===== src/rtl/rsq_pkg.sv =====
// Package rsq_pkg
// Shared types for the reset sequencer: the sequencer state and the
// per-cycle summary of sampled reset requests.
package rsq_pkg;

    typedef enum logic [1:0] {
        SEQ_IDLE   = 2'd0,
        SEQ_WAIT   = 2'd1,
        SEQ_ACTIVE = 2'd2
    } seq_state_e;

    typedef struct packed {
        logic any;   // at least one source requests this cycle
        logic hard;  // at least one hard-class source requests
        logic urg;   // at least one urgent (bypass) source requests
    } req_class_t;

endpackage


===== src/rtl/rsq_classify.sv =====
// Module rsq_classify
// Sorts the raw source request vector into a class summary. A source is
// hard when its HARD_MASK bit is set, and soft otherwise. A source is urgent
// when its URG_MASK bit is set. Purely combinational.
// Assumes: request lines are already synchronous to clk.
module rsq_classify
    import rsq_pkg::*;
#(
    parameter int          NSRC      = 10,
    parameter logic [NSRC-1:0] HARD_MASK = '1,
    parameter logic [NSRC-1:0] URG_MASK  = '0
) (
    input  logic [NSRC-1:0] src_req,
    output req_class_t      cls
);

    logic [NSRC-1:0] hard_hit;
    logic [NSRC-1:0] urg_hit;

    // Per-source class match, one slice per source.
    for (genvar gi = 0; gi < NSRC; gi++) begin : g_src
        assign hard_hit[gi] = src_req[gi] & HARD_MASK[gi];
        assign urg_hit[gi]  = src_req[gi] & URG_MASK[gi];
    end

    // Reduce the per-source matches into the class summary.
    always_comb begin
        cls.any  = |src_req;
        cls.hard = |hard_hit;
        cls.urg  = |urg_hit;
    end

endmodule


===== src/rtl/rsq_bus_track.sv =====
// Module rsq_bus_track
// Tracks whether a bus transfer is in flight. A transfer opens on bus_start
// and closes on the beat flagged last, so all beats of a split access form
// one unit. The next-cycle view is offered combinationally so the sequencer
// can tell whether the bus is free after the current edge.
// Assumes: beats are only reported for an open transfer. A flush (reset being
// driven) abandons any open transfer.
module rsq_bus_track (
    input  logic clk,
    input  logic rst_n,
    input  logic bus_start,
    input  logic bus_beat,
    input  logic bus_last,
    input  logic flush,
    output logic busy_q,
    output logic busy_nxt
);

    // Next in-flight state if no flush occurs.
    always_comb begin
        busy_nxt = (busy_q | bus_start) & ~(bus_beat & bus_last);
    end

    // In-flight register with flush on reset assertion.
    always_ff @(posedge clk) begin
        if (!rst_n) begin
            busy_q <= 1'b0;
        end else if (flush) begin
            busy_q <= 1'b0;
        end else begin
            busy_q <= busy_nxt;
        end
    end

endmodule


===== src/rtl/rsq_status.sv =====
// Module rsq_status
// Sticky cause register. A sampled request sets its bit. A write-one clear
// drops bits, but a request in the same cycle keeps its bit set.
// Assumes: power-on reset (rst_n) clears all bits.
module rsq_status #(
    parameter int NSRC = 10
) (
    input  logic            clk,
    input  logic            rst_n,
    input  logic [NSRC-1:0] src_req,
    input  logic            clr_we,
    input  logic [NSRC-1:0] clr_mask,
    output logic [NSRC-1:0] status
);

    logic [NSRC-1:0] clr_eff;

    // Clear applies only with the write strobe.
    always_comb begin
        clr_eff = clr_we ? clr_mask : '0;
    end

    // Per-bit sticky update, set dominates clear.
    for (genvar gi = 0; gi < NSRC; gi++) begin : g_bit
        always_ff @(posedge clk) begin
            if (!rst_n) begin
                status[gi] <= 1'b0;
            end else if (src_req[gi]) begin
                status[gi] <= 1'b1;
            end else if (clr_eff[gi]) begin
                status[gi] <= 1'b0;
            end
        end
    end

endmodule


===== src/rtl/rsq_seq.sv =====
// Module rsq_seq
// Reset sequencing state machine. From idle, a request either drives reset
// at once (bus free after this edge, or an urgent source) or waits with the
// bus held. While waiting, hard requests upgrade the pending class. While
// active, the outputs hold for MIN_CYC cycles. A late hard request upgrades a
// soft-only reset and restarts the count. Other late requests are dropped
// here (the status register still records them).
// Assumes: busy_nxt is the bus tracker's next-cycle view without flush.
module rsq_seq
    import rsq_pkg::*;
#(
    parameter int MIN_CYC = 16,
    localparam int CNT_W  = (MIN_CYC > 1) ? $clog2(MIN_CYC) : 1
) (
    input  logic       clk,
    input  logic       rst_n,
    input  req_class_t cls,
    input  logic       busy_nxt,
    output logic       hard_o,
    output logic       soft_o,
    output logic       hold_o,
    output logic       flush_o
);

    localparam logic [CNT_W-1:0] CNT_LOAD = CNT_W'(MIN_CYC - 1);

    seq_state_e       state_q, state_d;
    logic             pend_hard_q, pend_hard_d;
    logic             hard_q, hard_d;
    logic             soft_q, soft_d;
    logic [CNT_W-1:0] cnt_q, cnt_d;
    logic             go_active;
    logic             hard_now;

    // Next-state, class and count decisions for one clock.
    always_comb begin
        state_d     = state_q;
        pend_hard_d = pend_hard_q;
        hard_d      = hard_q;
        soft_d      = soft_q;
        cnt_d       = cnt_q;
        go_active   = 1'b0;
        hard_now    = pend_hard_q | cls.hard;
        unique case (state_q)
            SEQ_IDLE, SEQ_WAIT: begin
                if (cls.any || state_q == SEQ_WAIT) begin
                    if (cls.urg || !busy_nxt) begin
                        go_active   = 1'b1;
                        state_d     = SEQ_ACTIVE;
                        hard_d      = hard_now;
                        soft_d      = 1'b1;
                        cnt_d       = CNT_LOAD;
                        pend_hard_d = 1'b0;
                    end else begin
                        state_d     = SEQ_WAIT;
                        pend_hard_d = hard_now;
                    end
                end
            end
            SEQ_ACTIVE: begin
                if (cls.hard && !hard_q) begin
                    hard_d = 1'b1;
                    cnt_d  = CNT_LOAD;
                end else if (cnt_q == '0) begin
                    state_d = SEQ_IDLE;
                    hard_d  = 1'b0;
                    soft_d  = 1'b0;
                end else begin
                    cnt_d = cnt_q - 1'b1;
                end
            end
            default: begin
                state_d = SEQ_IDLE;
            end
        endcase
    end

    // Sequencer registers.
    always_ff @(posedge clk) begin
        if (!rst_n) begin
            state_q     <= SEQ_IDLE;
            pend_hard_q <= 1'b0;
            hard_q      <= 1'b0;
            soft_q      <= 1'b0;
            cnt_q       <= '0;
        end else begin
            state_q     <= state_d;
            pend_hard_q <= pend_hard_d;
            hard_q      <= hard_d;
            soft_q      <= soft_d;
            cnt_q       <= cnt_d;
        end
    end

    // Output mapping: hold whenever not idle, flush bus tracking under reset.
    always_comb begin
        hard_o  = hard_q;
        soft_o  = soft_q;
        hold_o  = (state_q != SEQ_IDLE);
        flush_o = go_active | (state_q == SEQ_ACTIVE);
    end

endmodule


===== src/rtl/coherent_rst_seq.sv =====
// Module coherent_rst_seq
// Top of the coherent reset sequencer. It wires the source classifier, the
// bus transfer tracker, the reset state machine and the sticky cause register.
// Assumes: all inputs are synchronous to clk. rst_n is the power-on reset.
module coherent_rst_seq
    import rsq_pkg::*;
#(
    parameter int              NSRC      = 10,
    parameter logic [NSRC-1:0] HARD_MASK = 10'b00_0111_1111,
    parameter logic [NSRC-1:0] URG_MASK  = 10'b00_0000_0110,
    parameter int              MIN_CYC   = 16
) (
    input  logic            clk,
    input  logic            rst_n,
    input  logic [NSRC-1:0] src_req,
    input  logic            bus_start,
    input  logic            bus_beat,
    input  logic            bus_last,
    input  logic            clr_we,
    input  logic [NSRC-1:0] clr_mask,
    output logic            bus_hold,
    output logic            hard_rst,
    output logic            soft_rst,
    output logic [NSRC-1:0] cause_status
);

    req_class_t cls;
    logic       busy_q;
    logic       busy_nxt;
    logic       flush;

    rsq_classify #(
        .NSRC      (NSRC),
        .HARD_MASK (HARD_MASK),
        .URG_MASK  (URG_MASK)
    ) u_classify (
        .src_req (src_req),
        .cls     (cls)
    );

    rsq_bus_track u_bus (
        .clk       (clk),
        .rst_n     (rst_n),
        .bus_start (bus_start),
        .bus_beat  (bus_beat),
        .bus_last  (bus_last),
        .flush     (flush),
        .busy_q    (busy_q),
        .busy_nxt  (busy_nxt)
    );

    rsq_seq #(
        .MIN_CYC (MIN_CYC)
    ) u_seq (
        .clk      (clk),
        .rst_n    (rst_n),
        .cls      (cls),
        .busy_nxt (busy_nxt),
        .hard_o   (hard_rst),
        .soft_o   (soft_rst),
        .hold_o   (bus_hold),
        .flush_o  (flush)
    );

    rsq_status #(
        .NSRC (NSRC)
    ) u_status (
        .clk      (clk),
        .rst_n    (rst_n),
        .src_req  (src_req),
        .clr_we   (clr_we),
        .clr_mask (clr_mask),
        .status   (cause_status)
    );

endmodule


===== config.mk =====
export PLATFORM = sky130hd
export DESIGN_NAME = coherent_rst_seq
export DESIGN_NICKNAME = d
export VERILOG_FILES = /design/src/rtl/rsq_pkg.sv /design/src/rtl/rsq_classify.sv /design/src/rtl/rsq_bus_track.sv /design/src/rtl/rsq_status.sv /design/src/rtl/rsq_seq.sv /design/src/rtl/coherent_rst_seq.sv
export SDC_FILE = /design/constraint.sdc
export NUM_CORES = 1
export LEC_CHECK = 0
export BUFFER_PORTS_ARGS = -buffer_cell sky130_fd_sc_hd__buf_2
export CAP_MARGIN = 10
export CORE_UTILIZATION = 37
export CTS_CLUSTER_SIZE = 20
export DETAILED_ROUTE_END_ITERATION = 6
export HOLD_SLACK_MARGIN = 0.12
export PLACE_DENSITY = 0.69
export SLEW_MARGIN = 20
export SYNTH_ARGS = -nofsm -noshare
export SYNTH_HDL_FRONTEND = slang
export SYNTH_SLANG_ARGS = --single-unit
export TNS_END_PERCENT = 10

===== constraint.sdc =====
create_clock -name clk -period 2.62 [get_ports clk]
set_input_delay 0.262 -clock clk [delete_from_list [all_inputs] [get_ports clk]]
set_output_delay 0.262 -clock clk [all_outputs]
set_load 0.05 [all_outputs]

Word level (Yosys, flattened, before mapping)

Index checks and enable logic that the tools add are counted.

Output and inout bits: 13
Logic and storage cells: 105
Register bits after elaboration: 20

Reduce and logical (&&, ||, !) cells: 29
Multiplexer cells: 44
Equal/unequal tests: 8
Bitwise logic cells: 7
Add/sub/neg operators: 1

Operators with widths:

| operator                                                               | count |
|---|---|
| 1-bit 2-to-1 mux                                                       | 31 |
| 2-bit nonzero test                                                     | 12 |
| 4-bit 2-to-1 mux                                                       | 4 |
| 10-bit 2-to-1 mux                                                      | 1 |
| 10-bit OR reduction                                                    | 1 |
| 2-bit 2-to-1 mux                                                       | 4 |
| 4-bit case mux with 2 select lines                                     | 1 |
| 4-bit AND reduction                                                    | 2 |
| 7-bit OR reduction                                                     | 1 |
| 2-bit by 1-bit != test with 1-bit output (second input constant)       | 3 |
| 2-bit OR reduction                                                     | 3 |
| 5-bit AND reduction                                                    | 1 |
| 4-bit logical NOT                                                      | 1 |
| 1-bit case mux with 2 select lines                                     | 2 |
| 2-bit case mux with 2 select lines                                     | 1 |
| 4-bit by 1-bit subtractor with 4-bit output (second input constant)    | 1 |
| 3-bit by 1-bit != test with 1-bit output (second input constant)       | 1 |
| 3-bit by 2-bit != test with 1-bit output (second input constant)       | 1 |
| 1-bit bitwise OR                                                       | 3 |
| 3-bit AND reduction                                                    | 1 |
| 1-bit bitwise AND                                                      | 2 |
| 2-bit by 1-bit equality test with 1-bit output (second input constant) | 1 |
| 2-bit equality test (second input constant)                            | 1 |
| 1-bit logical NOT                                                      | 2 |
| other kinds (6)                                                        | 8 |

Logic depth before layout (Yosys ltp)

Gate-level depths: netlist (run 1).

Word-level depth: 10
Depth in mapped cells: 6

Hierarchy

From an unflattened synthesis (run 1), not the netlist that was laid out.

Cell total of the unflattened synthesis: 100
Area total of the unflattened synthesis: 878.3 um^2

Modules (own cells, without submodules):

| module        | area an instance (um^2) | instances | cells an instance |
|---|---|---|---|
| rsq_seq       | 437.9                   | 1         | 48 |
| rsq_status    | 355.3                   | 1         | 41 |
| rsq_bus_track | 47.5                    | 1         | 5 |
| rsq_classify  | 37.5                    | 1         | 6 |

Worst setup path after synthesis (run 1)

Ideal clock, no wire load.

Path type: flip-flop to flip-flop
Start: register u_seq.hard_q, in the netlist u_seq.hard_o
End: register u_seq.hard_q, in the netlist u_seq.hard_o
Setup time: 0.116 ns
Arrival time: 1.417 ns
Buffers on the path: 0
Data required time: 2.504 ns
Stages on the path, launching flop included: 4
Slack: 1.087 ns
Cell sequence: dfxtp_1 > a21oi_2 > or4_1 > o211a_1

Cells in the longest elaborated chain, start to end: 4

RTL lines:

| what                                                                                          | line          | text |
|---|---|---|
| start, declared                                                                               | rsq_seq.sv:29 | `logic hard_q, hard_d;` |
| start signal, assigned                                                                        | rsq_seq.sv:89 | `hard_q <= hard_d;` |
| 1-bit logical NOT *                                                                           | rsq_seq.sv:61 | `if (cls.hard && !hard_q) begin` |
| 1-bit logical AND *                                                                           | rsq_seq.sv:61 |  |
| 3-bit by 1-bit != test with 1-bit output (no line) / 1-bit 2-to-1 mux (equally long branches) | --            |  |
| 4-bit AND reduction (no line) / 1-bit case mux with 2 select lines (equally long branches)    | --            |  |

Mark *: on every way between the ends. The rest lies on a longest branch, timed or not.
A chain may end at the register's enable or synchronous reset.

Final worst setup path (run 1)

Start: register u_seq.cnt_q[0]
End: register u_seq.cnt_q[0]

Cells in the longest elaborated chain, start to end: 4

RTL lines:

| what                                        | line          | text |
|---|---|---|
| start, declared                             | rsq_seq.sv:31 | `logic [CNT_W-1:0] cnt_q, cnt_d;` |
| start signal, assigned                      | rsq_seq.sv:91 | `cnt_q <= cnt_d;` |
| 4-bit by 1-bit subtractor with 4-bit output | rsq_seq.sv:69 | `cnt_d = cnt_q - 1'b1;` |
| 4-bit 2-to-1 mux                            | rsq_seq.sv:64 | `end else if (cnt_q == '0) begin` |
| 4-bit 2-to-1 mux                            | rsq_seq.sv:61 |  |
| 4-bit case mux with 2 select lines          | rsq_seq.sv:44 | `unique case (state_q)` |

Several ways; a longest one is shown, not always the timed one. The select of a mux whose other input is x is not followed.

==> results of run 1 <==
==> path summary, 6_finish.rpt <==
check / depth (start not counted) / slack, ns / to / startpoint
min reg2reg: 2 / 0.47 / u_seq.soft_o / u_seq.soft_o
min: 3 / 0.17 / u_status.status[8] / src_req[8]
max: 5 / 0.99 / u_seq.cnt_q[0] / u_seq.cnt_q[0]
max reg2reg: 5 / 0.99 / u_seq.cnt_q[0] / u_seq.cnt_q[0]
==> cell type report <==
cell class	instances	area, sq um
clock buffer	4	36.28
sequential	20	400.4
inverter	5	18.77
tap	28	35.03
multi-input combinational	75	442.9
fill	228	1089
timing repair buffer	38	190.2
==> report_power, final <==
| part | internal (W) | switching [W] |
|---|---|---|
| logic | 0.0000656 | 0.000131 |
| clock network | 0.0000849 | 0.0000941 |
| registers | 0.000332 | 0.0000193 |
==> kinds of logic after synthesis <==
kind of cell	Yosys count	share of synthesized area (%)
simple gates	45	26.76
compound gates	29	22.73
flops	20	46.04
buf+inv	7	3.021
fa+ha+maj	1	1.439
==> sequential cells by signal, indices dropped and copies added, names as in the netlist <==
register,flops
u_seq.hard_o,1
u_status.status,10
u_seq.state_q,2
u_seq.soft_o,1
u_seq.pend_hard_q,1
u_seq.cnt_q,4
u_bus.busy_q,1
==> through the flow <==
| step | utilization (%) | hold slack [ns] | instance area [sq um] |
|---|---|---|---|
| 5_1_grt | 50.79 | 0.1556 | 1124 |
| 2_1_floorplan | - | 0.3794 | 869.6 |
| 3_3_place_gp | 49.15 | 0.4464 | 1087 |
| 6_report | 50.79 | 0.1737 | 1124 |
| 3_5_place_dp | 49.15 | 0.4714 | 1087 |
| 4_1_cts | 50.79 | 0.1671 | 1124 |
==> routing by layer <==
metal | part of all wire, % | wire (microns)
met1 | 45 | 878
met2 | 48 | 925
met3 | 6.2 | 121
met4 | 0.72 | 14
met5 | 0 | 0
==> synthesized netlist by cell type (2+ instances only) <==
cell type	instances	area, sq um
a31oi_1	2	12.51
a21oi_2	2	17.52
o21a_1	2	15.01
nand2_1	13	48.80
nor2_1	15	56.30
inv_1	4	15.01
clkbuf_1	2	7.510
dfxtp_1	20	400.4
nor4b_1	2	17.52
a21oi_1	16	80.08
a211oi_1	2	15.01
and3_1	2	12.51
nor3_1	3	15.01
==> worst register-to-register path: stages, from the launching register on <==
cell and delay, ns:
dfxtp_1 0.37, inv_1 0.08, ha_1 0.23, a21oi_1 0.42, nor4b_1 0.30, a211oi_1 0.10
==> summary.md, run 1 <==
| Metric | Value |
|---|---|
| Die width | 50.48 microns |
| Ys async rst share | 0% |
| Clock root buffer | clkbuf_4 |
| Synth Cell Area | 869.6 sq um |
| Commonest cells after routing, fill and taps aside | 38 x buf_2, 20 x dfxtp_1, 16 x a21oi_1, 15 x nor2_1, 13 x nand2_1 |
| CTS tree | done |
| Worst Path Required | 2.80 ns |
| Clock Sinks | 20 |
| Drt via density | 5.047 |
| Initial Util | 39.31% |
| Critical Path AT | 1.81 ns |
| Htree depth | 1 |
| Post-cts resize count | 0 |
| Gr ovfl total | 0 |
| Setup Buffers After CTS | 0 |
| Drc violations | 0 |
| Total number of vias | 858 |
| Slew HR | 66.69% |
| Register area share after synthesis | 46.04% |
| CP startpoint kind | flip-flop |
| Final hold violation count | 0 |
| CTS clock-pin slew for the worst setup and hold paths | 0.11 ns |
| Antenna cells | 0 |
| Fin cells | 170 |
| Slowest stage cell on the critical path | a21oi_1 |
| Final Setup Violations | 0 |
| Syn Inst Count | 102 |
| Routability cong. | 0.7801 |
| Clk_lat worst skew | 0.30 ns |
| Setup TNS | 0 ns |
| Setup crit end kind | flip-flop |
| Maximum clock path buffer count | 2 |
| Power density over cell area | 646.8 nW/um^2 |
| VDD IR max | 387.6 uV |
| Die H | 50.48 microns |
| Syn_area_per_cell | 8.525 sq um |
| Nets | 170 |
| Placed Instances | 166 |
| Cell Chain, Critical Path | inv_1 -> ha_1 -> a21oi_1 -> nor4b_1 -> a211oi_1 |
| Num CTS Buffers | 3 |
| Synth warn | 0 |
| Critical path's top delay family | compound AO/OA/AOI/OAI gates |
| Vias in the first global route | 750 |
| Post-CTS Hold Fix Bufs | 0 |
| Met1 Use GR | 20.82% |
| Netlist cell types | 30 |
| Max stage delay on crit path | 0.42 ns |
| Port bufs | 38 |
| Area growth syn-to-layout | 29.21% |
| Remaining antenna violation count | 0 |
| Fraction of layout cells with a size suffix above 1 | 34.51% |
| Pre-CTS WS | 0.8807 ns |
| Critical path buffers and inverters | 1 |
| Status | finished, final reports clean |
| Ys flop type | dfxtp_1 |
| Worst-path maximum fanout | 5 |
| Pins Over Slew Limit | 0 |
| Drt pass-1 iters | 4 |
| Tot GR Track Use | 17.13% |
| Post-synth EDFFs | 0 |
| WL/cell | 11.41 microns |
| 1st-iter DRT viols | 11 |
| First-pass GRT wire length | 3.208 mm |
| Fmax achieved | 614.3 MHz |
| DRT Wirelength | 1.939 mm |
| Period utilization | 62.13% |
| Post-Syn Nets | 129 |
| CP Class | flip-flop to flip-flop |
| Met2 usage | 27.33% |
| RSZ-0062 raised after global routing | false |
| Yosys reg bits | 20 |
| # IOs | 39 |
| Hpwl dp | 1.543 mm |
| Clock skew | 0.002058 ns |
| Design Power | 0.0007268 W |
| Initial antenna violation count | 0 |
| Max cap viols | 0 |
| FP Rows | 17 |
| CORE AREA | 2212 sq um |
| Setup ws final | 0.9923 ns |
| Die area | 2548 sq um |
| Pin count of the biggest net entering global routing | 18 |
| Worst-margin pin slew | 0.4997 ns |
| M3 GR Usage | 6.667% |
| Grt peak-use layer | met2 |
| LEAKAGE | 0.5308 nW |
| Worst min-delay path category | primary input to flip-flop |
| Minimum clock period | 1.628 ns |
| Leading cell type in the layout, fill and taps excluded | buf_2 |
Note: power is estimated with default switching activity, not from simulation.
==> run 2, diff against run 1 <==
--- a/config.mk
+++ b/config.mk
@@ -5,13 +5,14 @@
 export SDC_FILE = /design/constraint.sdc
 export NUM_CORES = 1
 export LEC_CHECK = 0
+export ABC_AREA = 1
 export BUFFER_PORTS_ARGS = -buffer_cell sky130_fd_sc_hd__buf_2
 export CAP_MARGIN = 10
 export CORE_UTILIZATION = 37
 export CTS_CLUSTER_SIZE = 20
 export DETAILED_ROUTE_END_ITERATION = 6
 export HOLD_SLACK_MARGIN = 0.12
-export PLACE_DENSITY = 0.69
+export PLACE_DENSITY = 0.68
 export SLEW_MARGIN = 20
 export SYNTH_ARGS = -nofsm -noshare
 export SYNTH_HDL_FRONTEND = slang
==> constraint.sdc (replaced) <==
create_clock -name clk -period 1.7 [get_ports clk]
set_input_delay 0.17 -clock clk [delete_from_list [all_inputs] [get_ports clk]]
set_output_delay 0.17 -clock clk [all_outputs]
set_load 0.05 [all_outputs]
==> run 2 against run 1 <==
  * Non-clock buffer count grew 10
  * Utilization is 2.6 points higher
  * Worst hold slack worse by 0.049 ns
  * Global-route usage down 2.5 points
  * Clock-buffer cell count did not move
  * Critical path type is now primary input to flip-flop
  * Largest cell class unchanged
  * Via count rose by 18%
  * Highest routed layer unchanged
  * Clock skew barely moved
  * Sequential share of layout area shrank 5.4 points
==> summary.md, run 2 <==
| Metric | Value |
|---|---|
| Status | finished, final reports clean (unchanged) |
| Clock skew | 0.002350 ns (was 0.002058 ns) |
| CTS tree | done (unchanged) |
| Critical path buffers and inverters | 2 (was 1) |
| Slew HR | 70.85% (was 66.69%) |
| Pin count of the biggest net entering global routing | 15 (was 18) |
| First-pass GRT wire length | 2.932 mm (was 3.208 mm) |
| RSZ-0062 raised after global routing | false (unchanged) |
| Vias in the first global route | 788 (was 750) |
| Setup ws final | 0.2682 ns (was 0.9923 ns) |
| Max cap viols | 0 (unchanged) |
| Post-Syn Nets | 172 (was 129) |
| Synth warn | 0 (unchanged) |
| Pins Over Slew Limit | 0 (unchanged) |
| Worst r2r path cells | 10 (was 5) |
| Antenna cells | 0 (unchanged) |
| Die width | 53.10 microns (was 50.48 microns) |
| Hold_sp | clr_mask[9] (was src_req[8]) |
| # IOs | 39 (unchanged) |
| Final hold violation count | 0 (unchanged) |
| CP Class | primary input to flip-flop (was flip-flop to flip-flop) |
| Placed Instances | 211 (was 166) |
| Max stage delay on crit path | 0.54 ns (was 0.42 ns) |
| Synth top cells by count | 37 x nand2_1, 29 x nor2_1, 20 x dfxtp_1 (was 20 x dfxtp_1, 16 x a21oi_1, 15 x nor2_1) |
| Area growth syn-to-layout | 36.92% (was 29.21%) |
| Drt pass-1 iters | 4 (unchanged) |
| Setup TNS | 0 ns (unchanged) |
| Ys async rst share | 0% (unchanged) |
| Most frequent cell after synthesis | nand2_1 (was dfxtp_1) |
| Total number of vias | 1009 (was 858) |
| Synth top area cells | dfxtp_1 41%, nand2_1 14%, nor2_1 11% (was dfxtp_1 46%, a21oi_1 9.2%, nor2_1 6.5%) |
| Leading cell type in the layout, fill and taps excluded | buf_2 (unchanged) |
| Worst setup path startpoint | src_req[7] (was u_seq.cnt_q[0]) |
| Die area | 2819 sq um (was 2548 sq um) |
| Port bufs | 38 (unchanged) |
| Netlist cell types | 20 (was 30) |
| Htree depth | 1 (unchanged) |
| 1st-iter DRT viols | 14 (was 11) |
| Clock root buffer | clkbuf_4 (unchanged) |
| Minimum clock period | 1.432 ns |
| Gr ovfl total | 0 (unchanged) |
| Hold Path Depth | 4 (was 3) |
| Clock Sinks | 20 (unchanged) |
| Reg with most FFs | u_status.status (unchanged) |
| Nets | 223 (was 170) |
| Reg2Reg Setup Slack | 0.42 ns (was 0.99 ns) |
| Ys flop type | dfxtp_1 (unchanged) |
| CTS clock-pin slew for the worst setup and hold paths | 0.11 ns (about the same) |
| Worst-path maximum fanout | 4 (was 5) |
| Drt via density | 4.484 (was 5.047) |
| Post-synth EDFFs | 0 (unchanged) |
| Syn Inst Count | 145 (was 102) |
| Register area share after synthesis | 41.45% (was 46.04%) |
| Cell Chain, Critical Path | dlygate4sd3_1 -> buf_2 -> nor2_1 -> nand2_1 -> nor2_1 -> nand2_1 -> nand2_2 -> nand2_4 -> nand2_1 -> nand2_1 -> nand2_1 -> nor2_1 (was inv_1 -> ha_1 -> a21oi_1 -> nor4b_1 -> a211oi_1) |
| Synth Cell Area | 965.9 sq um (was 869.6 sq um) |
| Most frequent CP cell | nand2_1 |
| Synth area leader | dfxtp_1 (unchanged) |
| CORE AREA | 2477 sq um (was 2212 sq um) |
| Pre-CTS WS | 0.4261 ns (was 0.8807 ns) |
| Initial Util | 38.99% (was 39.31%) |
| CP startpoint kind | primary input (was flip-flop) |
| Design Power | 0.001168 W (was 0.0007268 W) |
| DRT Wirelength | 2.106 mm (was 1.939 mm) |
| Hpwl dp | 1.558 mm (was 1.543 mm) |
| Post-synth top area share | 41.45% (was 46.04%) |
| Tot GR Track Use | 14.59% (was 17.13%) |
| Drc violations | 0 (unchanged) |
| Remaining antenna violation count | 0 (unchanged) |
| Commonest cells after routing, fill and taps aside | 38 x buf_2, 37 x nand2_1, 29 x nor2_1, 20 x dfxtp_1, 13 x inv_1 (was 38 x buf_2, 20 x dfxtp_1, 16 x a21oi_1, 15 x nor2_1, 13 x nand2_1) |
| Clk_lat worst skew | 0.30 ns (about the same) |
| Initial antenna violation count | 0 (unchanged) |
| Worst Path Required | 1.91 ns (was 2.80 ns) |
| Routability cong. | 0.8701 (was 0.7801) |
| Largest regs | u_status.status: 10 flops, u_seq.cnt_q: 4 flops, u_seq.state_q: 2 flops (unchanged) |
| Fraction of layout cells with a size suffix above 1 | 29.74% (was 34.51%) |
| VDD IR max | 442.6 uV (was 387.6 uV) |
| Syn_area_per_cell | 6.662 sq um (was 8.525 sq um) |
| LEAKAGE | 0.7084 nW (was 0.5308 nW) |
| Worst min-delay path category | primary input to flip-flop (unchanged) |
| Worst-margin pin slew | 0.4367 ns (was 0.4997 ns) |
| Power density over cell area | 883.2 nW/um^2 (was 646.8 nW/um^2) |
| WL/cell | 9.360 microns (was 11.41 microns) |
| Fmax achieved | 698.4 MHz |
| Flip-flop count of the largest register after layout | 10 (unchanged) |
| Num CTS Buffers | 3 (unchanged) |
| FP Rows | 18 (was 17) |
| Maximum clock path buffer count | 2 (unchanged) |
| Period utilization | 84.22% |
| Critical path's top delay family | simple AND/OR/NAND/NOR gates (was compound AO/OA/AOI/OAI gates) |
| RR Startpoint | u_seq.cnt_q[0] (unchanged) |
| Fin cells | 225 (was 170) |
| Yosys reg bits | 20 (unchanged) |
| Slowest stage cell on the critical path | dlygate4sd3_1 (was a21oi_1) |
| Final Setup Violations | 0 (unchanged) |
| Worst path depth | 12 (was 5) |
| Die H | 53.10 microns (was 50.48 microns) |
| Setup crit end kind | flip-flop (unchanged) |
| Critical Path AT | 1.64 ns (was 1.81 ns) |
run 2: through the flow:
step / instance area (sq um) / hold WS, ns / util, %
3_5_place_dp: 1186 / 0.4027 / 47.88
2_1_floorplan: 965.9 / 0.2874 / -
5_1_grt: 1323 / 0.1336 / 53.38
3_3_place_gp: 1186 / 0.3973 / 47.88
6_report: 1323 / 0.1251 / 53.38
4_1_cts: 1323 / 0.1209 / 53.38
run 2: worst paths after layout:
check / to
setup / recovery: u_seq.hard_o
hold / removal: u_status.status[9]
setup reg to reg: u_seq.cnt_q[3]
hold reg to reg: u_status.status[9]
run 2: timing repair:
action	in CTS	in global routing
setup buffers	0	0
resized for setup	0	0
hold endpoints to repair	9	0
hold buffers	10	0
run 2: power breakdown:
part | leakage [nW] | switching, W | internal (W)
clock | 0.0210 | 0.000146 | 0.000131
sequential | 0.167 | 0.0000213 | 0.000510
combinational | 0.520 | 0.000239 | 0.000121
total | 0.708 | 0.000406 | 0.000762
run 2: tightest hold or removal path: stages:
cell,delay (ns)
buf_2,0.07
nand2_1,0.04
nand2_1,0.05
a21oi_1,0.05
run 2: routing by layer:
layer  wire (microns)  global-route usage, %  vias to the layer above  share of wire [%]
met1              989                  15.69                      425                 47
li1                 -                      -                      545                  -
met4               21                  6.579                        0                1.0
met5                0                      0                        -                  0
met3              131                  2.586                        3                6.2
met2              963                  27.22                       36                 46
run 2: logic make-up after synthesis:
group	count (synthesis)	share of synthesized area [%]
xor gates and xnor gates	2	1.814
adders and majority gates	1	1.295
buffers and inverters	20	7.773
AOI/OAI and AO/OA	15	8.160
DFF	20	41.45
and+or+nand+nor	87	39.51
run 2: layout make-up:
class	instances	area (sq um)
Clock buffer	4	36.28
Fill cell	241	1155
Inverter	18	67.56
Multi-Input combinational cell	105	490.5
Sequential cell	20	400.4
Tap cell	30	37.54
Timing Repair Buffer	48	290.3
